### config.mk
export PLATFORM = sky130hd
export DESIGN_NAME = segxlat_unit
export DESIGN_NICKNAME = d
export VERILOG_FILES = /design/src/rtl/segxlat_pkg.sv /design/src/rtl/seg_desc_file.sv /design/src/rtl/seg_check.sv /design/src/rtl/seg_addr_gen.sv /design/src/rtl/segxlat_unit.sv
export SDC_FILE = /design/constraint.sdc
export NUM_CORES = 1
export LEC_CHECK = 0
export ABC_AREA = 0
export BUFFER_PORTS_ARGS = -buffer_cell sky130_fd_sc_hd__buf_2
export CAP_MARGIN = 20
export CORE_MARGIN = 3
export CORE_UTILIZATION = 55
export CTS_CLUSTER_SIZE = 24
export DETAILED_ROUTE_END_ITERATION = 12
export PLACE_DENSITY = 0.85
export SLEW_MARGIN = 30
export SYNTH_ARGS = -nofsm -noshare
export SYNTH_HDL_FRONTEND = slang
export SYNTH_SLANG_ARGS = --single-unit
### constraint.sdc
create_clock -name clk -period 4.8 [get_ports clk]
set_input_delay 0.96 -clock clk [delete_from_list [all_inputs] [get_ports clk]]
set_output_delay 0.96 -clock clk [all_outputs]
set_load 0.05 [all_outputs]
### src/rtl/segxlat_pkg.sv
package segxlat_pkg;
  localparam int SEG_AW   = 32;
  localparam int PERM_W   = 3;

  typedef enum logic [1:0] {
    MODE_LEGACY = 2'd0,
    MODE_PROT   = 2'd1,
    MODE_FLAT   = 2'd2
  } xmode_e;

  typedef enum logic [1:0] {
    ACC_READ  = 2'd0,
    ACC_WRITE = 2'd1,
    ACC_FETCH = 2'd2,
    ACC_RSVD  = 2'd3
  } acc_e;

  typedef enum logic [1:0] {
    FLT_NONE   = 2'd0,
    FLT_LIMIT  = 2'd1,
    FLT_PERM   = 2'd2,
    FLT_ABSENT = 2'd3
  } fault_e;

  typedef struct packed {
    logic [SEG_AW-1:0] base;
    logic [SEG_AW-1:0] limit;
    logic [PERM_W-1:0] perm;
    logic              present;
  } seg_desc_t;
endpackage

### src/rtl/seg_desc_file.sv
module seg_desc_file
  import segxlat_pkg::*;
#(
  parameter int NUM_SEGS = 6,
  parameter int IDX_W    = 3
) (
  input  logic             clk,
  input  logic             rst_n,
  input  logic             ld_en,
  input  logic [IDX_W-1:0] ld_idx,
  input  seg_desc_t        ld_desc,
  input  logic [IDX_W-1:0] rd_idx,
  output seg_desc_t        rd_desc,
  output logic             rd_hit
);
  seg_desc_t entry_q [NUM_SEGS];

  for (genvar g = 0; g < NUM_SEGS; g++) begin : g_entry
    logic we;
    assign we = ld_en && (ld_idx == IDX_W'(g));
    always_ff @(posedge clk or negedge rst_n) begin
      if (!rst_n)  entry_q[g] <= '0;
      else if (we) entry_q[g] <= ld_desc;
    end
  end

  always_comb begin
    rd_desc = '0;
    for (int i = 0; i < NUM_SEGS; i++) begin
      if (rd_idx == IDX_W'(i)) rd_desc = entry_q[i];
    end
  end

  assign rd_hit = int'(rd_idx) < NUM_SEGS;
endmodule

### src/rtl/seg_check.sv
module seg_check
  import segxlat_pkg::*;
(
  input  xmode_e            mode,
  input  logic [1:0]        acc,
  input  seg_desc_t         desc,
  input  logic              hit,
  input  logic [SEG_AW-1:0] offset,
  output fault_e            fault
);
  logic perm_ok;
  logic over;

  always_comb begin
    case (acc)
      ACC_READ:  perm_ok = desc.perm[0];
      ACC_WRITE: perm_ok = desc.perm[1];
      ACC_FETCH: perm_ok = desc.perm[2];
      default:   perm_ok = 1'b0;
    endcase
    over = (mode == MODE_PROT) && (offset >= desc.limit);
    if (mode == MODE_LEGACY)          fault = FLT_NONE;
    else if (!hit || !desc.present)   fault = FLT_ABSENT;
    else if (!perm_ok)                fault = FLT_PERM;
    else if (over)                    fault = FLT_LIMIT;
    else                              fault = FLT_NONE;
  end
endmodule

### src/rtl/seg_addr_gen.sv
module seg_addr_gen
  import segxlat_pkg::*;
#(
  parameter int IDX_W          = 3,
  parameter int FLAT_ZERO_SEGS = 4,
  parameter int SEL_W          = 16,
  parameter int SEL_SHIFT      = 4
) (
  input  xmode_e            mode,
  input  logic [IDX_W-1:0]  idx,
  input  seg_desc_t         desc,
  input  logic              hit,
  input  logic [SEG_AW-1:0] offset,
  output logic [SEG_AW-1:0] addr
);
  localparam int LEG_W = SEL_W + SEL_SHIFT;

  logic [SEL_W-1:0]  sel;
  logic [LEG_W-1:0]  leg_sum;
  logic [SEG_AW-1:0] eff_base;

  assign sel     = hit ? desc.base[SEL_W-1:0] : '0;
  assign leg_sum = {sel, {SEL_SHIFT{1'b0}}} + LEG_W'(offset[SEL_W-1:0]);

  always_comb begin
    eff_base = desc.base;
    if (mode == MODE_FLAT && int'(idx) < FLAT_ZERO_SEGS) eff_base = '0;
    if (mode == MODE_LEGACY) addr = SEG_AW'(leg_sum);
    else                     addr = eff_base + offset;
  end
endmodule

### src/rtl/segxlat_unit.sv
module segxlat_unit
  import segxlat_pkg::*;
#(
  parameter int NUM_SEGS       = 6,
  parameter int IDX_W          = 3,
  parameter int FLAT_ZERO_SEGS = 4,
  parameter int LEG_W          = 20
) (
  input  logic                clk,
  input  logic                rst_n,
  input  logic                mode_wr,
  input  logic [1:0]          mode_in,
  output logic [1:0]          mode_o,
  input  logic                ld_en,
  input  logic [IDX_W-1:0]    ld_idx,
  input  logic [SEG_AW-1:0]   ld_base,
  input  logic [SEG_AW-1:0]   ld_limit,
  input  logic [PERM_W-1:0]   ld_perm,
  input  logic                ld_present,
  input  logic                req_valid,
  input  logic [IDX_W-1:0]    req_idx,
  input  logic [1:0]          req_type,
  input  logic [SEG_AW-1:0]   req_off,
  output logic                rsp_valid,
  output logic                rsp_addr_ok,
  output logic [SEG_AW-1:0]   rsp_addr,
  output logic [1:0]          rsp_fault
);
  localparam int SHIFT = LEG_W - 16;

  xmode_e            mode_q, mode_d;
  seg_desc_t         ld_desc, rd_desc;
  logic              rd_hit;
  fault_e            fault_c;
  logic [SEG_AW-1:0] addr_c;
  logic              v_d, ok_d;
  logic [SEG_AW-1:0] addr_d;
  fault_e            flt_d, flt_q;

  assign ld_desc = '{base: ld_base, limit: ld_limit, perm: ld_perm, present: ld_present};

  seg_desc_file #(.NUM_SEGS(NUM_SEGS), .IDX_W(IDX_W)) u_tbl (
    .clk(clk), .rst_n(rst_n), .ld_en(ld_en), .ld_idx(ld_idx), .ld_desc(ld_desc),
    .rd_idx(req_idx), .rd_desc(rd_desc), .rd_hit(rd_hit)
  );

  seg_check u_chk (
    .mode(mode_q), .acc(req_type), .desc(rd_desc), .hit(rd_hit),
    .offset(req_off), .fault(fault_c)
  );

  seg_addr_gen #(.IDX_W(IDX_W), .FLAT_ZERO_SEGS(FLAT_ZERO_SEGS),
                 .SEL_W(16), .SEL_SHIFT(SHIFT)) u_agen (
    .mode(mode_q), .idx(req_idx), .desc(rd_desc), .hit(rd_hit),
    .offset(req_off), .addr(addr_c)
  );

  // next-state
  always_comb begin
    mode_d = mode_q;
    if (mode_wr && mode_in != 2'd3) mode_d = xmode_e'(mode_in);
    v_d    = req_valid;
    flt_d  = req_valid ? fault_c : FLT_NONE;
    ok_d   = req_valid && (fault_c == FLT_NONE);
    addr_d = ok_d ? addr_c : '0;
  end

  // registers
  always_ff @(posedge clk or negedge rst_n) begin
    if (!rst_n) begin
      mode_q      <= MODE_LEGACY;
      rsp_valid   <= 1'b0;
      rsp_addr_ok <= 1'b0;
      rsp_addr    <= '0;
      flt_q       <= FLT_NONE;
    end else begin
      mode_q      <= mode_d;
      rsp_valid   <= v_d;
      rsp_addr_ok <= ok_d;
      rsp_addr    <= addr_d;
      flt_q       <= flt_d;
    end
  end

  assign mode_o    = mode_q;
  assign rsp_fault = flt_q;

  p_mode_legal_r2: assert property (@(posedge clk) disable iff (!rst_n)
    mode_o != 2'd3);
  p_mode_ignore_r2: assert property (@(posedge clk) disable iff (!rst_n)
    (mode_wr && mode_in == 2'd3) |=> $stable(mode_o));
  p_rsp_follows_r3: assert property (@(posedge clk) disable iff (!rst_n)
    req_valid |=> rsp_valid);
  p_no_spurious_r3: assert property (@(posedge clk) disable iff (!rst_n)
    !req_valid |=> !rsp_valid);
  p_ok_clean_r3: assert property (@(posedge clk) disable iff (!rst_n)
    rsp_addr_ok |-> (rsp_valid && rsp_fault == 2'd0));
  p_fault_zero_addr_r3: assert property (@(posedge clk) disable iff (!rst_n)
    (rsp_valid && rsp_fault != 2'd0) |-> (rsp_addr == '0 && !rsp_addr_ok));
  p_legacy_range_r4: assert property (@(posedge clk) disable iff (!rst_n)
    (req_valid && mode_o == 2'd0) |=> (rsp_addr_ok && rsp_addr[SEG_AW-1:LEG_W] == '0));
endmodule

# Word level (Yosys, flattened, before mapping)
# Index checks and enable logic that the tools add are counted.
# classes
n_mux,16
eq_ne,15
magnitude_cmp,3
add_sub_neg,2
n_reduce_logical,18
# op_table
operator,n
$mux W68,6
$mux W32,3
$add A32 B32 Y32,1
$ge A32 B32 Y1,1
$add A20 B16 Y20,1
$mux W16,1
$eq A3 B2 Y1 const B,4
$eq A3 B3 Y1 const B,4
$logic_and A1 B1 Y1,10
$mux W2,4
$eq A3 B1 Y1 const B,2
$logic_not A2 Y1,3
$logic_not A3 Y1,2
$lt A3 B3 Y1 const B,2
$eq A2 B1 Y1 const B,2
$eq A2 B2 Y1 const B,2
$pmux W1 S3,1
$logic_not A1 Y1,2
$ne A2 B2 Y1 const B,1
$logic_or A1 B1 Y1,1
$mux W1,1
# word_totals
elab_cells,83
ff_bits,446
in_bits,115
out_inout_bits,38

# Logic depth before layout (Yosys ltp)
# depth
ltp_word,16
mapped_depth,21
ltp_nobuf,15

# Cells and area by module
# A second synthesis with hierarchy kept.
# unflattened
cells_unflattened,1947
hier_area_um2,23570.1
# modules_own_cells
module,cells_per_inst,seq_area_each_um2,n_inst,area_per_inst_um2
seg_desc_file,1341,10209.8,1,18707.9
seg_addr_gen,406,0.0,1,2733.9
segxlat_unit,81,950.9,1,1261.2
seg_check,119,0.0,1,867.1

# Least setup slack after synthesis
# No wires, ideal clock.
# synth_timing
kind,input port to flip-flop
start,input req_idx[0]
end,register rsp_addr[31]
arrival_time_ps,4872
setup_time_ps,119
required_time_ps,4681
cell_stages,18
n_path_buf,5
setup_slack_ps,-191
path_cell_list,buf_4 > buf_4 > buf_2 > buf_2 > buf_2 > mux2i_1 > o221ai_1 > nor2b_1 > ha_1 > a21o_1 > a21o_1 > a211oi_1 > o21ai_0 > a221o_1 > o41ai_2 > o221ai_1 > xnor2_1 > nor2_1
# synth_via
elab_chain_cells,16
elab_cells_between_ends,31
classes_between,1 x add/sub; 3 x order compare; 5 x eq/ne; 14 x mux; 8 x reduce/logical
# synth_lines
element,line,source
"start, declared",segxlat_unit.sv:21,"input logic [IDX_W-1:0] req_idx,"
$logic_not A3 Y1,seg_desc_file.sv:30,if (rd_idx == IDX_W'(i)) rd_desc = entry_q[i];
$mux W68 (6 in series),seg_desc_file.sv:30,
$ge A32 B32 Y1,seg_check.sv:21,over = (mode == MODE_PROT) && (offset >= desc.limit);
$logic_and A1 B1 Y1,seg_check.sv:21,
$mux W1,seg_check.sv:25,else if (over) fault = FLT_LIMIT;
$mux W2,seg_check.sv:24,else if (!perm_ok) fault = FLT_PERM;
$mux W2,seg_check.sv:23,else if (!hit || !desc.present) fault = FLT_ABSENT;
$mux W2,seg_check.sv:22,if (mode == MODE_LEGACY) fault = FLT_NONE;
$logic_not A2 Y1,segxlat_unit.sv:64,ok_d = req_valid && (fault_c == FLT_NONE);
$logic_and A1 B1 Y1,segxlat_unit.sv:64,
$mux W32 (*),segxlat_unit.sv:65,addr_d = ok_d ? addr_c : '0;
net addr_d[31],segxlat_unit.sv:37,logic [SEG_AW-1:0] addr_d;
"end signal, assigned",segxlat_unit.sv:80,rsp_addr <= addr_d;
"end, declared",segxlat_unit.sv:26,"output logic [SEG_AW-1:0] rsp_addr,"
# Mark *: on every way through the listed nets, which the timed path passes. The rest lies on a longest branch.
# A chain may end at the register's enable or synchronous reset.

# Worst setup path after layout
# layout_timing
start,input req_idx[0]
end,register rsp_addr[1]
# The elaborated chain is that of the path after synthesis.

==> results.cfg <==
[status]
status = finished clean

[route]
viasPerCell = 6.370
drc_errors = 0
ant_nets = 0
num_vias = 16308
wl_um = 61490
routedWlPerCell_um = 24.02
dr.pass1.iters = 6
drtIter0Drc = 1494

[critical_path]
crit_path_max_fanout = 33
setup.worst_path.class = in2reg
cp-end-kind = register
critical_path_arrival_ps = 4870
critPathLaunchType = input pin
critical_path_required_ps = 5250

[yosys]
async_flop_share_pct = 100.0
synth-main-ff-cell = dfrtp_1
synth_area_leaders = dfrtp_1, mux2_2, ha_1
syn-instance-count = 1815
syn-cell-area_um2 = 22620
synth_cell_types = 66
syn-num-nets = 2007
synth.largest_area_cell = dfrtp_1
yosysWarnings = 0
synth.ff_latch_count = 446
syn_avg_cell_area_um2 = 12.46
synthXorXnorAreaFrac_pct = 1.394
synth_compound_area_share_pct = 9.228
synthAdderAreaFrac_pct = 4.326
synth_top_area_share_pct = 49.35
synth_top_family_by_area = multiplexers
yosysSeqAreaShare_pct = 49.35
synthSimpleGateAreaFrac_pct = 6.235
synthMuxAreaShare_pct = 27.35
synth_edf_count = 0

[floorplanning]
die_h_um = 208.8
rows = 73
io_pins = 153
core-area_um2 = 40190
fp.dieW_um = 208.8
start_util_pct = 56.27
die_area_um2 = 43590

[clocking]
post_cts_resized = 0
cts_tree = built
clockBufferDepth = 3
cts_buffers = 46
worstSkewPairLatency_ps = 580
cts-htree-levels = 2
clk_pin_slew_worst_paths_ps = 60
root_buffer = clkbuf_16
cts.sinks = 446
cts_hold_buf = 0
postCtsSetupBuffers = 0

[worst_hold_path]
min_path_type = in2async

[sta]
fmax_mhz = 226.2
fin_hold_ws_ps = 276.4
final_hold_viol_count = 0
fin_tns_setup_ps = 0
relSlewSlack_pct = 35.61
finClkSkew_ps = 19.12
fin_ws_ps = 379.4
rsz0062_at_grt = no
setup_viol = 0
finalCritPeriodShare_pct = 92.10
drv_slew = 0
finalCriticalPeriod_ps = 4421
worst_slew_pin_slew_ps = 965.9

[final_layout]
most-common-layout-cells = mux2_2, dfrtp_1, buf_2
synthToLayoutAreaGrowth_pct = 15.21
final_common_cell = mux2_2
drive_above_1_share_pct = 39.47
fin_nets = 2187
final_cells = 2560
fillers = 2902

[global_routing]
globalRoute.totalOverflow = 0
grtUsageTotal_pct = 27.66
grt_pass1_vias = 16934
grt_pass1_wl_um = 95650
grt_max_degree = 116
antenna_found_initial = 11

[power]
power_leakage_nw = 11.83
ir_drop_uv = 238.5
power_density_nw_per_um2 = 439.6
total_power_mw = 11.45

[place]
port-buffer-count = 152
place_ws_ps = -177.3
dpl.hpwl_um = 41700
gp_congestion = 0.9495
dp_cells = 2471

[job]
max_cap_violations = 0
[layout make-up]
class / instances / area [um2] / share of cell area [%]
clock buffer: 67 / 1330 / 5.104
timing repair buffer: 237 / 1608 / 6.170
sequential: 446 / 11160 / 42.83
tap: 525 / 656.9 / 2.521
inverter: 11 / 41.29 / 0.1585
antenna: 3 / 7.507 / 0.02881
clock inverter: 18 / 226.5 / 0.8691
multi-input combinational: 1253 / 11030 / 42.31
[sequential cells by signal (all words and copies together) (netlist names)]
signal	cells
mode_o	2
rsp_fault	2
rsp_addr_ok	1
rsp_valid	1
u_tbl.entry_q	408
rsp_addr	32
[report_power, final]
part,internal [mW],switching (mW)
Sequential,4.54,0.441
Combinational,1.40,1.40
Clock,2.15,1.52
[Yosys cell counts (5+ instances only)]
library cell,number
nand3_1,15
nand2_1,83
o21a_1,10
a21oi_1,73
xnor2_1,22
mux2i_1,78
a211oi_1,6
a21boi_0,6
o21ai_0,65
buf_1,19
ha_1,75
clkbuf_1,65
and3_1,6
o31ai_1,6
nor2_1,93
a222oi_1,27
a22oi_1,16
xor2_1,14
and2_1,9
nor2b_1,28
mux2_2,450
a21o_1,36
o21bai_1,5
mux4_2,15
nand2b_1,9
o221ai_1,9
buf_2,15
dfrtp_1,446
nor3_1,12
o22a_1,15
nand4_1,12
inv_1,11
[final timing paths]
path	from	to	slack, ps	cells after the start
max reg2reg	u_tbl.entry_q[97]$_DFFE_PN0P_	rsp_addr[1]$_DFF_PN0_	990	12
min in group clk	u_tbl.entry_q[60]$_DFFE_PN0P_	u_tbl.entry_q[60]$_DFFE_PN0P_	500	1
min reg2reg	u_tbl.entry_q[60]$_DFFE_PN0P_	u_tbl.entry_q[60]$_DFFE_PN0P_	500	1
max	req_idx[0]	rsp_addr[1]$_DFF_PN0_	380	14
min	rst_n	u_tbl.entry_q[58]$_DFFE_PN0P_	280	1
max in group asynchronous	rst_n	u_tbl.entry_q[112]$_DFFE_PN0P_	3300	3
[stage by stage]
| step | cell area, um2 | util [%] |
|---|---|---|
| after CTS | 26020 | 64.75 |
| after global placement | 24460 | 60.86 |
| after global routing | 26060 | 64.84 |
| after floorplan | 22640 | - |
| after detailed placement | 24460 | 60.87 |
| final | 26060 | 64.84 |
[kinds of logic (layout without fill, tap and decap cells)]
| kind of cell | count (synthesis) | in the layout |
|---|---|---|
| flip-flops | 446 | 446 |
| AND/OR/NAND/NOR | 294 | 294 |
| other | 0 | 3 |
| buffers and inverters | 116 | 333 |
| multiplexers | 543 | 543 |
| XOR/XNOR | 36 | 36 |
| adder cells (fa/ha/maj) | 77 | 77 |
| AO/OA/AOI/OAI | 303 | 303 |
[layer usage]
| metal | vias to the layer above | share of wire, % | track usage, % |
|---|---|---|---|
| met5 | - | 0.11 | 0 |
| met1 | 8400 | 41 | 36.39 |
| li1 | 7058 | - | - |
| met2 | 683 | 48 | 45.58 |
| met4 | 14 | 3.0 | 9.192 |
| met3 | 153 | 7.9 | 6.455 |
[worst max-delay path: stages]
cell and delay, ps:
buf_6 200, buf_12 280, mux2_2 380, a222oi_1 390
ha_1 330, a21o_1 190, a21o_1 170, a2111oi_0 440
o31ai_1 210, nand2_1 130, o31ai_1 110, a2111oi_4 360
buf_4 330, a21boi_0 340
No activity file was read; power rests on OpenSTA's default activity.
